--- config.mk ---
export PLATFORM = sky130hd
export DESIGN_NAME = aux_i2c_bridge
export DESIGN_NICKNAME = d
export VERILOG_FILES = /design/src/rtl/aux_br_pkg.sv /design/src/rtl/aux_br_decode.sv /design/src/rtl/aux_br_mot_track.sv /design/src/rtl/aux_br_rbuf.sv /design/src/rtl/aux_i2c_bridge.sv
export SDC_FILE = /design/constraint.sdc
export NUM_CORES = 1
export LEC_CHECK = 0
export ABC_AREA = 1
export ABC_CLOCK_PERIOD_IN_PS = 4700
export BUFFER_PORTS_ARGS = -buffer_cell sky130_fd_sc_hd__buf_2
export CAP_MARGIN = 30
export CORE_ASPECT_RATIO = 1.1
export CORE_MARGIN = 2
export CORE_UTILIZATION = 40
export CTS_CLUSTER_DIAMETER = 200
export DETAILED_ROUTE_END_ITERATION = 7
export SETUP_SLACK_MARGIN = 0.15
export SKIP_CTS_REPAIR_TIMING = 1
export SLEW_MARGIN = 20
export SYNTH_ARGS = -nofsm -noshare
export SYNTH_HDL_FRONTEND = slang
export SYNTH_SLANG_ARGS = --single-unit
--- constraint.sdc ---
create_clock -name clk -period 4.7 [get_ports clk]
set_input_delay 0.235 -clock clk [delete_from_list [all_inputs] [get_ports clk]]
set_output_delay 0.235 -clock clk [all_outputs]
set_load 0.005 [all_outputs]
--- src/rtl/aux_br_pkg.sv ---
package aux_br_pkg;
  typedef enum logic [1:0] {
    RSP_ACK      = 2'b00,
    RSP_NACK     = 2'b01,
    RSP_DEFER    = 2'b10,
    RSP_I2C_NACK = 2'b11
  } rsp_e;

  typedef enum logic [1:0] {
    OP_START = 2'd0,
    OP_SEND  = 2'd1,
    OP_RECV  = 2'd2,
    OP_STOP  = 2'd3
  } i2c_op_e;

  typedef enum logic [2:0] {
    S_IDLE, S_DECIDE, S_PRESTOP, S_START, S_XFER, S_POSTSTOP, S_NATIVE, S_RESP
  } st_e;

  localparam logic [3:0] CMD_I2C_WR = 4'h0;
  localparam logic [3:0] CMD_I2C_RD = 4'h1;
  localparam logic [3:0] CMD_MOT_WR = 4'h4;
  localparam logic [3:0] CMD_MOT_RD = 4'h5;
  localparam logic [3:0] CMD_NAT_WR = 4'h8;
  localparam logic [3:0] CMD_NAT_RD = 4'h9;
  localparam int MOT_BIT = 2;
  localparam int NAT_BIT = 3;
endpackage

--- src/rtl/aux_br_decode.sv ---
module aux_br_decode
  import aux_br_pkg::*;
#(
  parameter int MAX_LEN = 16,
  parameter int LEN_W   = 5
) (
  input  logic [3:0]       cmd,
  input  logic [LEN_W-1:0] len,
  output logic             bad,
  output logic             native,
  output logic             mot,
  output logic             rd,
  output logic             len_zero
);
  logic known;

  always_comb begin
    unique case (cmd)
      CMD_I2C_WR, CMD_I2C_RD, CMD_MOT_WR, CMD_MOT_RD,
      CMD_NAT_WR, CMD_NAT_RD: known = 1'b1;
      default:                known = 1'b0;
    endcase
  end

  assign bad      = !known || (len > LEN_W'(MAX_LEN));
  assign native   = cmd[NAT_BIT];
  assign mot      = cmd[MOT_BIT];
  assign rd       = cmd[0];
  assign len_zero = (len == '0);
endmodule

--- src/rtl/aux_br_mot_track.sv ---
module aux_br_mot_track #(
  parameter int AW = 7
) (
  input  logic          clk,
  input  logic          rst_n,
  input  logic          set_open,
  input  logic          clr_open,
  input  logic          rec,
  input  logic [3:0]    cmd,
  input  logic [AW-1:0] addr,
  output logic          open,
  output logic          restart
);
  logic [3:0]    last_cmd;
  logic [AW-1:0] last_addr;

  always_ff @(posedge clk) begin
    if (!rst_n) begin
      open      <= 1'b0;
      last_cmd  <= '0;
      last_addr <= '0;
    end else begin
      if (clr_open)      open <= 1'b0;
      else if (set_open) open <= 1'b1;
      if (rec) begin
        last_cmd  <= cmd;
        last_addr <= addr;
      end
    end
  end

  assign restart = open && ((cmd != last_cmd) || (addr != last_addr));
endmodule

--- src/rtl/aux_br_rbuf.sv ---
module aux_br_rbuf #(
  parameter int MAX_LEN = 16,
  parameter int IDX_W   = 4
) (
  input  logic                 clk,
  input  logic                 rst_n,
  input  logic                 clr,
  input  logic                 wr_en,
  input  logic [IDX_W-1:0]     wr_idx,
  input  logic [7:0]           wr_data,
  output logic [8*MAX_LEN-1:0] rdata
);
  for (genvar b = 0; b < MAX_LEN; b++) begin : g_byte
    always_ff @(posedge clk) begin
      if (!rst_n || clr)
        rdata[8*b +: 8] <= '0;
      else if (wr_en && (wr_idx == IDX_W'(b)))
        rdata[8*b +: 8] <= wr_data;
    end
  end
endmodule

--- src/rtl/aux_i2c_bridge.sv ---
module aux_i2c_bridge
  import aux_br_pkg::*;
#(
  parameter int ADDR_W  = 20,
  parameter int I2C_AW  = 7,
  parameter int MAX_LEN = 16,
  parameter int LEN_W   = $clog2(MAX_LEN + 1),
  parameter int DATA_W  = 8 * MAX_LEN
) (
  input  logic              clk,
  input  logic              rst_n,
  input  logic              req_valid,
  output logic              req_ready,
  input  logic [3:0]        req_cmd,
  input  logic [ADDR_W-1:0] req_addr,
  input  logic [LEN_W-1:0]  req_len,
  input  logic [DATA_W-1:0] req_wdata,
  output logic              rsp_valid,
  input  logic              rsp_ready,
  output logic [1:0]        rsp_code,
  output logic [DATA_W-1:0] rsp_rdata,
  output logic              reg_req,
  output logic              reg_we,
  output logic [ADDR_W-1:0] reg_addr,
  output logic [7:0]        reg_wdata,
  input  logic              reg_done,
  input  logic              reg_err,
  input  logic [7:0]        reg_rdata,
  output logic              i2c_valid,
  output logic [1:0]        i2c_op,
  output logic              i2c_rd,
  output logic [I2C_AW-1:0] i2c_addr,
  output logic [7:0]        i2c_wdata,
  input  logic              i2c_done,
  input  logic              i2c_nack,
  input  logic [7:0]        i2c_rdata
);
  localparam int IDX_W = $clog2(MAX_LEN);

  st_e               st;
  rsp_e              code_q;
  logic [3:0]        cmd_q;
  logic [ADDR_W-1:0] addr_q;
  logic [LEN_W-1:0]  len_q;
  logic [DATA_W-1:0] wdata_q;
  logic [IDX_W-1:0]  idx;

  logic bad, native, mot, rd, len_zero;
  logic open, restart;
  logic op_done, last_byte;
  logic set_open, clr_open, rec;
  logic buf_wr, buf_clr;
  logic [7:0] buf_data, cur_byte;

  aux_br_decode #(.MAX_LEN(MAX_LEN), .LEN_W(LEN_W)) u_dec (
    .cmd(cmd_q), .len(len_q), .bad(bad), .native(native),
    .mot(mot), .rd(rd), .len_zero(len_zero)
  );

  aux_br_mot_track #(.AW(I2C_AW)) u_mot (
    .clk(clk), .rst_n(rst_n), .set_open(set_open), .clr_open(clr_open),
    .rec(rec), .cmd(cmd_q), .addr(addr_q[I2C_AW-1:0]),
    .open(open), .restart(restart)
  );

  aux_br_rbuf #(.MAX_LEN(MAX_LEN), .IDX_W(IDX_W)) u_buf (
    .clk(clk), .rst_n(rst_n), .clr(buf_clr), .wr_en(buf_wr),
    .wr_idx(idx), .wr_data(buf_data), .rdata(rsp_rdata)
  );

  assign op_done   = i2c_valid && i2c_done;
  assign last_byte = ({{(LEN_W-IDX_W){1'b0}}, idx} + LEN_W'(1)) == len_q;
  assign cur_byte  = wdata_q[{idx, 3'b000} +: 8];

  assign set_open = (st == S_START) && op_done && !i2c_nack;
  assign clr_open = ((st == S_PRESTOP || st == S_POSTSTOP) && op_done) ||
                    ((st == S_START) && op_done && i2c_nack) ||
                    ((st == S_XFER) && op_done && !rd && i2c_nack);
  assign rec      = set_open && mot;

  assign buf_clr  = (st == S_IDLE) && req_valid;
  assign buf_wr   = rd && (((st == S_XFER) && op_done) ||
                           ((st == S_NATIVE) && reg_done && !reg_err));
  assign buf_data = native ? reg_rdata : i2c_rdata;

  assign req_ready = (st == S_IDLE);
  assign rsp_valid = (st == S_RESP);
  assign rsp_code  = code_q;

  assign reg_req   = (st == S_NATIVE);
  assign reg_we    = !rd;
  assign reg_addr  = addr_q + ADDR_W'(idx);
  assign reg_wdata = cur_byte;

  assign i2c_valid = (st == S_PRESTOP) || (st == S_START) ||
                     (st == S_XFER) || (st == S_POSTSTOP);
  assign i2c_rd    = rd;
  assign i2c_addr  = addr_q[I2C_AW-1:0];
  assign i2c_wdata = cur_byte;

  always_comb begin
    unique case (st)
      S_START: i2c_op = OP_START;
      S_XFER:  i2c_op = rd ? OP_RECV : OP_SEND;
      default: i2c_op = OP_STOP;
    endcase
  end

  always_ff @(posedge clk) begin
    if (!rst_n) begin
      st      <= S_IDLE;
      code_q  <= RSP_NACK;
      cmd_q   <= '0;
      addr_q  <= '0;
      len_q   <= '0;
      wdata_q <= '0;
      idx     <= '0;
    end else begin
      unique case (st)
        S_IDLE: if (req_valid) begin
          cmd_q   <= req_cmd;
          addr_q  <= req_addr;
          len_q   <= req_len;
          wdata_q <= req_wdata;
          idx     <= '0;
          st      <= S_DECIDE;
        end
        S_DECIDE: begin
          idx <= '0;
          if (bad) begin
            code_q <= RSP_NACK;
            st     <= S_RESP;
          end else if (native) begin
            code_q <= RSP_NACK;
            st     <= len_zero ? S_RESP : S_NATIVE;
          end else if (!mot) begin
            st <= open ? S_PRESTOP : S_START;
          end else if (!open) begin
            st <= S_START;
          end else if (restart) begin
            st <= S_PRESTOP;
          end else begin
            code_q <= RSP_ACK;
            st     <= len_zero ? S_RESP : S_XFER;
          end
        end
        S_PRESTOP: if (op_done) st <= S_START;
        S_START: if (op_done) begin
          if (i2c_nack) begin
            code_q <= RSP_I2C_NACK;
            st     <= S_RESP;
          end else begin
            code_q <= RSP_ACK;
            if (len_zero) st <= mot ? S_RESP : S_POSTSTOP;
            else          st <= S_XFER;
          end
        end
        S_XFER: if (op_done) begin
          if (!rd && i2c_nack) begin
            code_q <= RSP_I2C_NACK;
            st     <= S_POSTSTOP;
          end else if (last_byte) begin
            st <= mot ? S_RESP : S_POSTSTOP;
          end else begin
            idx <= idx + 1'b1;
          end
        end
        S_POSTSTOP: if (op_done) st <= S_RESP;
        S_NATIVE: if (reg_done) begin
          if (reg_err) begin
            code_q <= RSP_NACK;
            st     <= S_RESP;
          end else if (last_byte) begin
            code_q <= RSP_ACK;
            st     <= S_RESP;
          end else begin
            idx <= idx + 1'b1;
          end
        end
        S_RESP: if (rsp_ready) st <= S_IDLE;
        default: st <= S_IDLE;
      endcase
    end
  end
endmodule

# Word level (Yosys, flattened, before mapping)
# Cells that the tools add are included.
# W data, S select, Z words.
[totals]
mem_count = 0
romBits = 0
regBits = 306
latch_bits = 0
ram_bits = 0
wordCells = 182
[classes]
shift = 1
n_lt_le_gt_ge = 1
div = 0
n_reduce_logical = 58
n_eq_ne = 45
n_mul = 0
bitwise = 1
addsub = 3
muxes = 47
[op_table]
columns = ["operator", "n"]
rows = [
  ["$shiftx A128 B8 Y8", 1],
  ["$mux W3", 16],
  ["$eq A4 B4 Y1 const B", 10],
  ["$mux W2", 17],
  ["$logic_and A1 B1 Y1", 31],
  ["$eq A4 B3 Y1 const B", 6],
  ["$mux W4", 6],
  ["$pmux W3 S8", 1],
  ["$add A20 B4 Y20", 1],
  ["$reduce_and A9 Y1", 2],
  ["$pmux W4 S4", 1],
  ["$ne A2 B2 Y1 const B", 7],
  ["$eq A3 B3 Y1 const B", 4],
  ["$logic_or A1 B1 Y1", 10],
  ["$eq A4 B1 Y1 const B", 2],
  ["$eq A4 B2 Y1 const B", 2],
  ["$logic_not A4 Y1", 2],
  ["$mux W8", 1],
  ["$ne A4 B4 Y1 const B", 2],
  ["$pmux W2 S4", 1],
  ["$reduce_bool A4 Y1", 2],
  ["$ne A7 B7 Y1", 1],
  ["$eq A3 B2 Y1 const B", 2],
  ["$ne A2 B1 Y1 const B", 3],
  ["19 further kinds", 25],
]

# Logic depth before layout (Yosys ltp)
# Gate-level depths: netlist (run 1).
[depth]
ltp_word = 10
ltp_mapped = 16
ltp_nobuf = 14

# By module
# A second synthesis (run 1) with hierarchy kept.
[hier_totals]
cells_unflattened = 2031
hier_area_um2 = 13813.2
[modules_own_cells]
columns = ["mod", "area_each_um2", "cells_per_inst", "n_inst"]
rows = [
  ["aux_i2c_bridge", 8236.6, 1190, 1],
  ["aux_br_rbuf", 4927.2, 741, 1],
  ["aux_br_mot_track", 599.3, 90, 1],
  ["aux_br_decode", 50.0, 10, 1],
]

# Worst setup path after synthesis (run 1)
# Ideal clock, no wire load.
[synth_path]
kind = "register -> output"
start = "reg idx[1]"
end = "out reg_addr[18]"
t_required_ns = 4.465
path_slack_ns = 1.853
stages_incl_launch_ff = 13
t_arrival_ns = 2.612
path_buffers = 2
path_cell_list = "dfxtp_1 clkbuf_1 clkinv_1 clkbuf_1 fa_1 nand3b_1 nand2_1 nand2_1 nor2_1 nand2_1 nor3_1 nand4_1 xor2_1"
[synth_between]
elab_chain_cells = 1
[synth_rtl]
columns = ["item", "line_no", "text"]
rows = [
  ["start, declared", "aux_i2c_bridge.sv:46", "logic [IDX_W-1:0] idx;"],
  ["start signal, assigned", "aux_i2c_bridge.sv:165", "idx <= idx + 1'b1;"],
  ["start signal, assigned", "aux_i2c_bridge.sv:177", "idx <= idx + 1'b1;"],
  ["$add A20 B4 Y20", "aux_i2c_bridge.sv:92", "assign reg_addr = addr_q + ADDR_W'(idx);"],
  ["end, declared", "aux_i2c_bridge.sv:24", "output logic [ADDR_W-1:0] reg_addr,"],
]
# No other way between the ends.

# Worst setup path after layout (run 1)
[layout_path]
start = "reg addr_q[0]"
end = "out reg_addr[18]"
[layout_between]
elab_chain_cells = 1
[layout_rtl]
columns = ["item", "line_no", "text"]
rows = [
  ["start, declared", "aux_i2c_bridge.sv:43", "logic [ADDR_W-1:0] addr_q;"],
  ["start signal, assigned", "aux_i2c_bridge.sv:122", "addr_q <= req_addr;"],
  ["$add A20 B4 Y20", "aux_i2c_bridge.sv:92", ""],
]
# No other way between the ends.

==> results of run 1 <==
[registers in the layout, summed over array words and instances (netlist names), 3 cells and up]
signal / cells
idx: 4
wdata_q: 128
u_buf.rdata: 128
u_mot.last_addr: 7
cmd_q: 4
u_mot.last_cmd: 4
addr_q: 20
len_q: 5
st: 3
[worst max-delay path by stage]
stage	startpoint	end	slack, ps
floorplan	idx[1]	reg_addr[18]	1850
global placement	st[0]	wdata_q[10]	1690
detailed placement	idx[0]	st[2]	1900
CTS	addr_q[0]	reg_addr[18]	1330
global route	addr_q[0]	reg_addr[18]	1030
finish	addr_q[0]	reg_addr[18]	1360
[placed cells by master (no fill, tap or decap), types with 2 or more instances in the layout]
master	netlist	layout
dfxtp_2	0	2
o21ai_0	276	276
bufinv_16	0	5
buf_12	0	2
o21ai_1	27	27
nor2_1	54	53
nor2_4	17	17
nor3_1	14	14
clkinv_2	0	4
nand2_1	233	232
inv_1	134	132
nand2_4	4	5
dlygate4sd3_1	0	115
xnor2_1	4	4
or2_2	7	7
clkbuf_8	0	10
ha_1	8	8
clkbuf_1	99	6
o211a_1	2	2
inv_2	4	6
nor4_1	3	3
dfxtp_1	306	304
clkbuf_16	0	31
nand3_1	93	93
buf_2	3	361
buf_4	31	20
xor2_1	16	16
a21oi_1	368	368
nand4_1	14	14
a211oi_2	3	3
[kinds of logic after synthesis]
| logic type | count (synthesis) | share of synthesized area, % |
|---|---|---|
| AO/OA/AOI/OAI | 677 | 26.31 |
| XOR/XNOR | 20 | 1.343 |
| adder cells (fa/ha/maj) | 9 | 0.9208 |
| buffers and inverters | 279 | 8.958 |
| flip-flops | 306 | 46.96 |
| multiplexers | 1 | 0.07673 |
| AND/OR/NAND/NOR | 441 | 15.43 |
[area by class of cell]
type                       instances  area (µm²)
timing repair buffer             499        3176
sequential                       306        6128
fill                            3090       14960
clock inverter                    10       178.9
inverter                         139       521.8
multi-input combinational       1148        5764
clock buffer                      47       935.9
tap                              426       533.0
[worst max-delay path, stage by stage (launching register included)]
cell and delay (ps):
dfxtp_1 380, ha_1 200, inv_1 60, fa_1 400, nand3b_1 170, nand2_1 110, nand2_1 90, nor2_1 160
nand2_1 140, nor3_1 320, nand4_1 150, xor2_1 200, buf_2 140
[routing by layer]
layer  global-route usage, %  routed length [µm]  up-vias
met5                       0                   0        -
met4                   4.438                 626        0
met3                   3.125                2716       44
met2                   38.46               20340      442
met1                   30.63               18540     5999
li1                        -                   -     6607
[through the flow]
step | util (%) | cell area [µm²] | setup slack [ps] | hold WS [ps] | total power, mW
after global routing | 53.53 | 17240 | 1029 | -8.316 | 9.431
final | 53.53 | 17240 | 1362 | -39.25 | 8.889
after global placement | 46.28 | 14900 | 1690 | 440.3 | 6.114
after floorplan | - | 13050 | 1853 | 402.5 | 5.221
after detailed placement | 46.43 | 14950 | 1902 | 444.9 | 6.181
after CTS | 49.89 | 16070 | 1330 | -89.77 | 8.859
[power by group through the flow]
stage	Combinational (mW)	Clock, mW	Sequential (mW)
floorplan	2.07	0	3.15
global placement	2.90	0	3.21
detailed placement	2.96	0	3.22
CTS	2.97	2.72	3.16
global route	3.39	2.83	3.21
finish	3.05	2.67	3.17
==> impl_metrics.py, run 1 <==
metrics = {
    "timing": {
        "post-route-period-util_pct": 71.02,
        "setup_viol": 0,
        "period_needed_ps": 3338,
        "holdWs_ps": -39.25,
        "final_max_slew_viol_count": 0,
        "fin_tns_setup_ps": 0,
        "fmax_ghz": 0.2996,
        "grt_setup_unrepaired": "no",
        "hold_violations": 28,
        "skew_ps": 16.85,
        "worstMarginPinSlew_ps": 850.3,
        "relSlewSlack_pct": 43.23,
    },
    "drt": {
        "dr.pass1.iters": 7,
        "postRouteAntennaNets": 0,
        "routed_wirelength_um": 42230,
        "vias": 13090,
        "vias_per_cell": 5.084,
        "drc_errors": 0,
        "avgRoutedWirePerCell_um": 16.40,
        "drt-initial-drc-count": 1109,
    },
    "critical_path": {
        "crit_type": "reg -> out",
        "ff2ff_setup_slack_ps": 1850,
        "crit_path_end_kind": "primary output",
        "r2r-start": "idx[0]",
        "cp-start-kind": "flop",
        "cp.required_ps": 4470,
        "worstPathMaxFanout": 4,
        "crit_arrival_ps": 3100,
        "reg2reg_to": "st[2]",
        "r2r_cells": 14,
    },
    "place": {
        "dp.cells": 2402,
        "dp_hpwl_um": 28680,
        "port_buffers": 361,
        "gp_congestion": 0.8818,
    },
    "pwr": {
        "p_seq_share_pct": 35.6,
        "powerDensity_nw_per_um2": 515.7,
        "power_frac_comb_pct": 34.3,
        "power.leakage_nw": 7.677,
        "p_switching_mw": 3.281,
        "p_int_mw": 5.608,
        "clockPowerShare_pct": 30.0,
        "vdd_drop_max_v": 0.0004152,
        "p_sw_share_pct": 36.91,
    },
    "yosys": {
        "ys_seq_elements": 306,
        "synth_nets": 1923,
        "yosysTopAreaCellShare_pct": 46.96,
        "synth_most_common_cell": "a21oi_1",
        "yosysUniqueCellTypes": 31,
        "synth_cells": 1733,
        "syn_area_per_cell_um2": 7.527,
        "ys.flop_type": "dfxtp_1",
        "synthArstFlopShare_pct": 0,
        "ys_seq_area_share_pct": 46.96,
        "ys_warn_count": 0,
        "synth_top_cells_by_area": "dfxtp_1, a21oi_1, o21ai_0, nand2_1, inv_1",
        "synthTopCellsByCount": "a21oi_1, dfxtp_1, o21ai_0",
        "syn_area_um2": 13050,
        "synth_top_cell_by_area": "dfxtp_1",
        "synth_edf_count": 0,
    },
    "run": {
        "maxCapViolations": 0,
    },
    "die": {
        "rows": 69,
        "fp.coreArea_um2": 32200,
        "dieArea_um2": 34080,
        "die_x_um": 176.2,
        "ioPinCount": 362,
        "initial_core_util_pct": 40.51,
        "dieHeight_um": 193.4,
    },
    "global_routing": {
        "grtUsageTotal_pct": 22.61,
        "antenna_found_initial": 0,
        "grt_pass1_vias": 11460,
        "grt_max_degree": 86,
        "overflow": 0,
        "grt_pass1_wl_um": 62470,
    },
    "layout": {
        "stdcell_count": 2575,
        "nNetsFinal": 2315,
        "n_antenna_cell": 0,
        "area_growth_pct": 32.14,
        "final_layout_size_suffix_gt1_share_pct": 22.29,
    },
    "worst_hold_path": {
        "hp-start": "req_wdata[9]",
        "holdPathEnd": "wdata_q[9]",
        "hold_class": "in -> reg",
        "worstHoldPathCells": 3,
    },
    "status": {
        "status": "finished with violations",
        "violations": "negative hold slack",
    },
    "clock_tree": {
        "root_buffer": "clkbuf_16",
        "clock_latency_ps": 570,
        "cts_buffers": 31,
        "h-tree-depth": 1,
        "path_clk_slew_ps": 60,
        "tritoncts": "yes",
        "clock-sinks": 306,
        "clockBufferDepth": 3,
    },
}
No activity file was read; power rests on OpenSTA's default activity.
==> run 2: changes to the inputs <==
ABC_AREA = 0   (was 1)
ABC_CLOCK_PERIOD_IN_PS = 2840   (was 4700)
PLACE_DENSITY = 0.66   (was not set)
clock period = 2.84 ns   (was 4.7 ns; I/O delays follow)
==> run 2 against run 1 <==
Via count fell by 5.3%. The run now ends clean. Total power rose by 40%. Register-to-register slack got worse by 1500 ps. Highest routed layer unchanged. Global-route usage fell by 0.65 points. Largest cell class is now multi-input combinational cells.
==> impl_metrics.py, run 2 <==
metrics = {
    "timing": {
        "period_needed_ps": 2653,
        "setup_ws_ps": 187.5,
        "fin_tns_setup_ps": 0,
        "final_max_slew_viol_count": 0,
        "worstMarginPinSlew_ps": 883.0,
        "skew_ps": 14.43,
        "grt_setup_unrepaired": "yes",
        "holdWs_ps": 18.07,
        "setup_viol": 0,
        "fmax_ghz": 0.3770,
        "relSlewSlack_pct": 41.13,
        "hold_violations": 0,
        "post-route-period-util_pct": 93.40,
    },
    "status": {
        "status": "finished, final reports clean",
    },
    "yosys": {
        "synthMuxAreaShare_pct": 8.330,
        "synth-adder-area-share_pct": 0.9256,
        "syn_area_um2": 12980,
        "synth_edf_count": 0,
        "ys_seq_elements": 306,
        "synth_top_cell_by_area": "dfxtp_1",
        "ys_seq_area_share_pct": 47.20,
        "synth_top_cells_by_area": "dfxtp_1, nand2_1, a211oi_1, mux4_2, a21oi_1",
        "synth_compound_gate_area_share_pct": 17.07,
        "synthTopCellsByCount": "nand2_1, dfxtp_1, a21oi_1",
        "synth_nets": 1654,
        "syn_area_per_cell_um2": 8.864,
        "synth_top_family_by_area": "simple AND/OR/NAND/NOR gates",
        "synth_xor_area_share_pct": 2.227,
        "ys.flop_type": "dfxtp_1",
        "ys_warn_count": 0,
        "yosysUniqueCellTypes": 55,
        "synthArstFlopShare_pct": 0,
        "synth_most_common_cell": "nand2_1",
        "synth_simple_gate_area_share_pct": 18.69,
        "yosysTopAreaCellShare_pct": 47.20,
        "synth_cells": 1464,
    },
    "place": {
        "place_ws_ps": 604.9,
        "port_buffers": 361,
        "placed_cell_area_um2": 15080,
        "gp_congestion": 0.8976,
        "dp_hpwl_um": 28010,
    },
    "critical_path": {
        "r2r-start": "idx[0]",
        "ff2ff_setup_slack_ps": 380,
        "r2r_cells": 10,
        "cp-start-kind": "flop",
        "cp.required_ps": 2700,
        "crit_type": "reg -> out",
        "reg2reg_to": "idx[2]",
        "crit_path_end_kind": "primary output",
        "worstPathMaxFanout": 32,
        "crit_arrival_ps": 2510,
    },
    "clock_tree": {
        "tritoncts": "yes",
        "h-tree-depth": 1,
        "cts_buffers": 30,
        "clock_latency_ps": 560,
        "root_buffer": "clkbuf_16",
        "clock-sinks": 306,
        "path_clk_slew_ps": 60,
        "clockBufferDepth": 3,
    },
    "layout": {
        "final_common_cell": "buf_2",
        "reg_top3": "u_buf.rdata (128), wdata_q (128), addr_q (20)",
        "layout_common_cells": "buf_2, nand2_1, dfxtp_1",
        "fin_area_um2": 17770,
        "final_layout_size_suffix_gt1_share_pct": 27.78,
        "area_growth_pct": 36.95,
        "fin_util_pct": 55.34,
        "nNetsFinal": 2117,
    },
    "pwr": {
        "vdd_drop_max_v": 0.0005812,
        "powerDensity_nw_per_um2": 698.8,
        "power.leakage_nw": 7.315,
    },
    "worst_hold_path": {
        "hold_class": "in -> reg",
        "hp-start": "i2c_nack",
        "worstHoldPathCells": 3,
        "holdPathEnd": "rsp_code[1]",
    },
    "global_routing": {
        "antenna_found_initial": 1,
        "grt_max_degree": 158,
        "overflow": 0,
        "grt_pass1_wl_um": 59240,
        "grt_pass1_vias": 10830,
        "grtUsageTotal_pct": 21.97,
    },
    "drt": {
        "drt-initial-drc-count": 865,
        "vias_per_cell": 5.215,
        "drc_errors": 0,
        "dr.pass1.iters": 5,
        "postRouteAntennaNets": 0,
        "avgRoutedWirePerCell_um": 17.67,
        "vias": 12400,
        "routed_wirelength_um": 42030,
    },
    "run": {
        "maxCapViolations": 0,
    },
    "die": {
        "dieHeight_um": 192.9,
        "ioPinCount": 362,
        "rows": 69,
        "die_x_um": 175.7,
        "dieArea_um2": 33900,
        "fp.coreArea_um2": 32120,
        "initial_core_util_pct": 40.41,
    },
}
[run 2: cell types whose count changed after synthesis, sizes merged, moves of 99 or more]
cell,change
a211oi,+128
a21oi,-197
inv,-125
nand2,+104
nor2,+99
o21ai,-292
[run 2: power breakdown]
part,switching (mW),internal [mW]
Sequential,0.322,4.75
Combinational,1.94,1.28
Clock,1.69,2.43
[run 2: layout make-up]
type	count	area, µm²
flip-flops and latches	306	6137
repair buffers	562	3829
inverters	13	51.30
clock inverters	10	115.1
well taps	426	533.0
fillers	2855	14340
clock buffers	46	930.9
diodes	1	2.502
multi-input cells	1014	6173
[run 2: worst max-delay path by stage]
stage | from | end | slack (ps)
floorplan | idx[1] | rsp_code[1] | 200
detailed placement | idx[0] | idx[2] | 600
finish | idx[1] | reg_wdata[1] | 190
global placement | idx[0] | i2c_wdata[5] | 660
CTS | idx[0] | i2c_wdata[5] | 30
global route | addr_q[0] | reg_addr[18] | 60
[run 2: kinds of logic after synthesis]
kind of cell               count (synthesis)
and+or+nand+nor                          568
AOI/OAI and AO/OA                        346
DFF                                      306
buffers and inverters                    144
muxes                                     58
xor gates and xnor gates                  33
adders and majority gates                  9
[run 2: metal layers]
| layer | routed length [µm] | GRT usage, % |
|---|---|---|
| met1 | 16900 | 27.63 |
| met2 | 20990 | 38.28 |
| met3 | 2708 | 3.645 |
| met4 | 1430 | 7.629 |
| met5 | 0 | 0 |
[run 2: stage by stage]
| stage | power [mW] | std cells |
|---|---|---|
| 2_1_floorplan | 7.097 | 1464 |
| 3_5_place_dp | 8.151 | 2157 |
| 3_3_place_gp | 8.103 | 2157 |
| 5_1_grt | 13.02 | 2378 |
| 4_1_cts | 12.28 | 2213 |
| 6_report | 12.42 | 2378 |
[run 2: worst max-delay path, stage by stage, from the launching register on]
cell	delay, ps
dfxtp_2	380
buf_4	420
mux4_2	450
mux4_2	520
buf_2	160
==> run 3: changes to the inputs <==
ABC_AREA = 1   (was 0)
==> run 3 against run 2 <==
The run now ends with negative hold slack, negative setup slack left. Via count grew 9.9%. Fmax shrank 7.1%. Cell count grew 10%. Cell area shrank 0.35%. Register-to-register slack gained 170 ps. Combinational power grew 61%. Clock skew shrank 0.67 ps. Sequential share of layout area grew 0.11 points. Critical path depth grew 8. Setup slack lost 200 ps. Non-clock buffer count shrank 14. Die area grew 0.51%. Largest cell class is now flip-flops and latches. Largest power group unchanged.
==> impl_metrics.py, run 3 (synthesis gave the netlist of run 1 again) <==
metrics = {
    "status": {
        "violations": "negative hold slack, negative setup slack",
        "status": "finished with violations",
    },
    "clock_tree": {
        "cts_buffers": 31,
        "root_buffer": "clkbuf_16",
        "tritoncts": "yes",
        "path_clk_slew_ps": 60,
        "clockBufferDepth": 3,
        "h-tree-depth": 1,
        "clock-sinks": 306,
        "clock_latency_ps": 560,
    },
    "critical_path": {
        "cp-start-kind": "flop",
        "crit_type": "reg -> out",
        "cp.required_ps": 2700,
        "crit_top_cell": "nand2_2",
        "slowest_delay_ps": 390,
        "worstPathMaxFanout": 6,
        "path_delay_family": "simple AND/OR/NAND/NOR gates",
        "crit_arrival_ps": 2710,
        "cp_num_buf_inv": 2,
        "slowest_stage": "dfxtp_4",
        "crit_path_end_kind": "primary output",
        "cp_cell_sequence": "ha_4, inv_2, fa_2, nand3b_1, nand2_2, nand2_4, nor2_4, nand2_2, nor3_4, nand4_1, xor2_1, buf_2",
    },
    "global_routing": {
        "grtUsageTotal_pct": 22.78,
        "grt_pass1_wl_um": 63010,
        "grt_max_degree": 142,
        "grt_pass1_vias": 11660,
        "overflow": 0,
        "antenna_found_initial": 4,
    },
    "place": {
        "port_buffers": 361,
        "gp_congestion": 0.9018,
        "dp_hpwl_um": 29190,
        "place_ws_ps": 374.6,
    },
    "timing": {
        "final_max_slew_viol_count": 0,
        "worstMarginPinSlew_ps": 808.1,
        "period_needed_ps": 2855,
        "setup_viol": 1,
        "relSlewSlack_pct": 46.12,
        "holdWs_ps": -32.06,
        "fmax_ghz": 0.3502,
        "grt_setup_unrepaired": "yes",
        "hold_violations": 1,
        "post-route-period-util_pct": 100.5,
        "skew_ps": 13.76,
        "setup_ws_ps": -15.13,
    },
    "die": {
        "fp.coreArea_um2": 32200,
        "ioPinCount": 362,
        "dieHeight_um": 193.4,
        "dieArea_um2": 34080,
        "initial_core_util_pct": 40.51,
        "rows": 69,
        "die_x_um": 176.2,
    },
    "drt": {
        "vias_per_cell": 5.192,
        "drc_errors": 0,
        "postRouteAntennaNets": 0,
        "drt-initial-drc-count": 991,
        "vias": 13630,
        "avgRoutedWirePerCell_um": 16.67,
        "routed_wirelength_um": 43780,
        "dr.pass1.iters": 5,
    },
    "layout": {
        "final_layout_size_suffix_gt1_share_pct": 22.62,
        "area_growth_pct": 35.76,
        "reg_top3": "u_buf.rdata (128), wdata_q (128), addr_q (20)",
        "nNetsFinal": 2364,
        "layout_common_cells": "a21oi_1, buf_2, dfxtp_1",
        "final_common_cell": "a21oi_1",
    },
    "pwr": {
        "finalPower_mw": 14.51,
        "vdd_drop_max_v": 0.0004738,
        "powerDensity_nw_per_um2": 819.1,
        "power.leakage_nw": 7.882,
    },
    "run": {
        "maxCapViolations": 0,
    },
    "worst_hold_path": {
        "hold_class": "in -> reg",
    },
}
[run 3: cell types whose count changed in the layout (fill, tap and decap cells not counted), sizes merged, moves of 80 or more]
cell | before | now
nand2 | 342 | 238
a21oi | 171 | 368
nand3 | 13 | 93
nor2 | 170 | 71
inv | 13 | 139
o21ai | 12 | 304
a211oi | 131 | 3
[run 3: area by class of cell]
cell class | count | area [µm²]
Antenna cell | 3 | 7.507
Clock buffer | 44 | 884.6
Clock inverter | 12 | 118.9
Fill cell | 3004 | 14490
Inverter | 139 | 521.8
Multi-Input combinational cell | 1148 | 5836
Sequential cell | 306 | 6135
Tap cell | 426 | 533.0
Timing Repair Buffer | 548 | 3674
[run 3: layer usage]
| metal | vias to the layer above | share of wire, % | GRT usage (%) | routed length, µm |
|---|---|---|---|---|
| li1 | 6704 | - | - | - |
| met1 | 6273 | 41 | 30.42 | 18050 |
| met2 | 570 | 48 | 38.52 | 21150 |
| met3 | 85 | 7.8 | 3.282 | 3425 |
| met4 | 2 | 2.6 | 5.846 | 1141 |
| met5 | - | 0.030 | 0 | 13 |
[run 3: worst paths after layout]
| check | from | end | slack, ps | cells after the start |
|---|---|---|---|---|
| max reg2reg | idx[1] | rsp_code[0] | 550 | 15 |
| min | req_wdata[108] | wdata_q[108] | -30 | 3 |
| min reg2reg | wdata_q[82] | wdata_q[82] | 450 | 2 |
| max | idx[0] | reg_addr[18] | -20 | 12 |
[run 3: tightest hold or removal path, cell delays in order]
cell	delay (ps)
buf_2	90
o21ai_0	120
a21oi_1	130
[run 3: metrics by stage]
stage	cell area [µm²]	TNS, ps	util [%]	instances
after floorplan	13050	0	-	1733
after global placement	15010	0	46.60	2405
after detailed placement	15010	0	46.60	2405
after CTS	16010	-1300	49.72	2461
after global routing	17710	-259.9	54.99	2626
final	17710	-15.13	54.99	2626
[run 3: power by group]
part | switching (mW) | leakage (nW) | internal (mW)
sequential | 0.366 | 2.50 | 4.91
clock | 1.69 | 0.494 | 2.34
combinational | 3.46 | 4.89 | 1.75
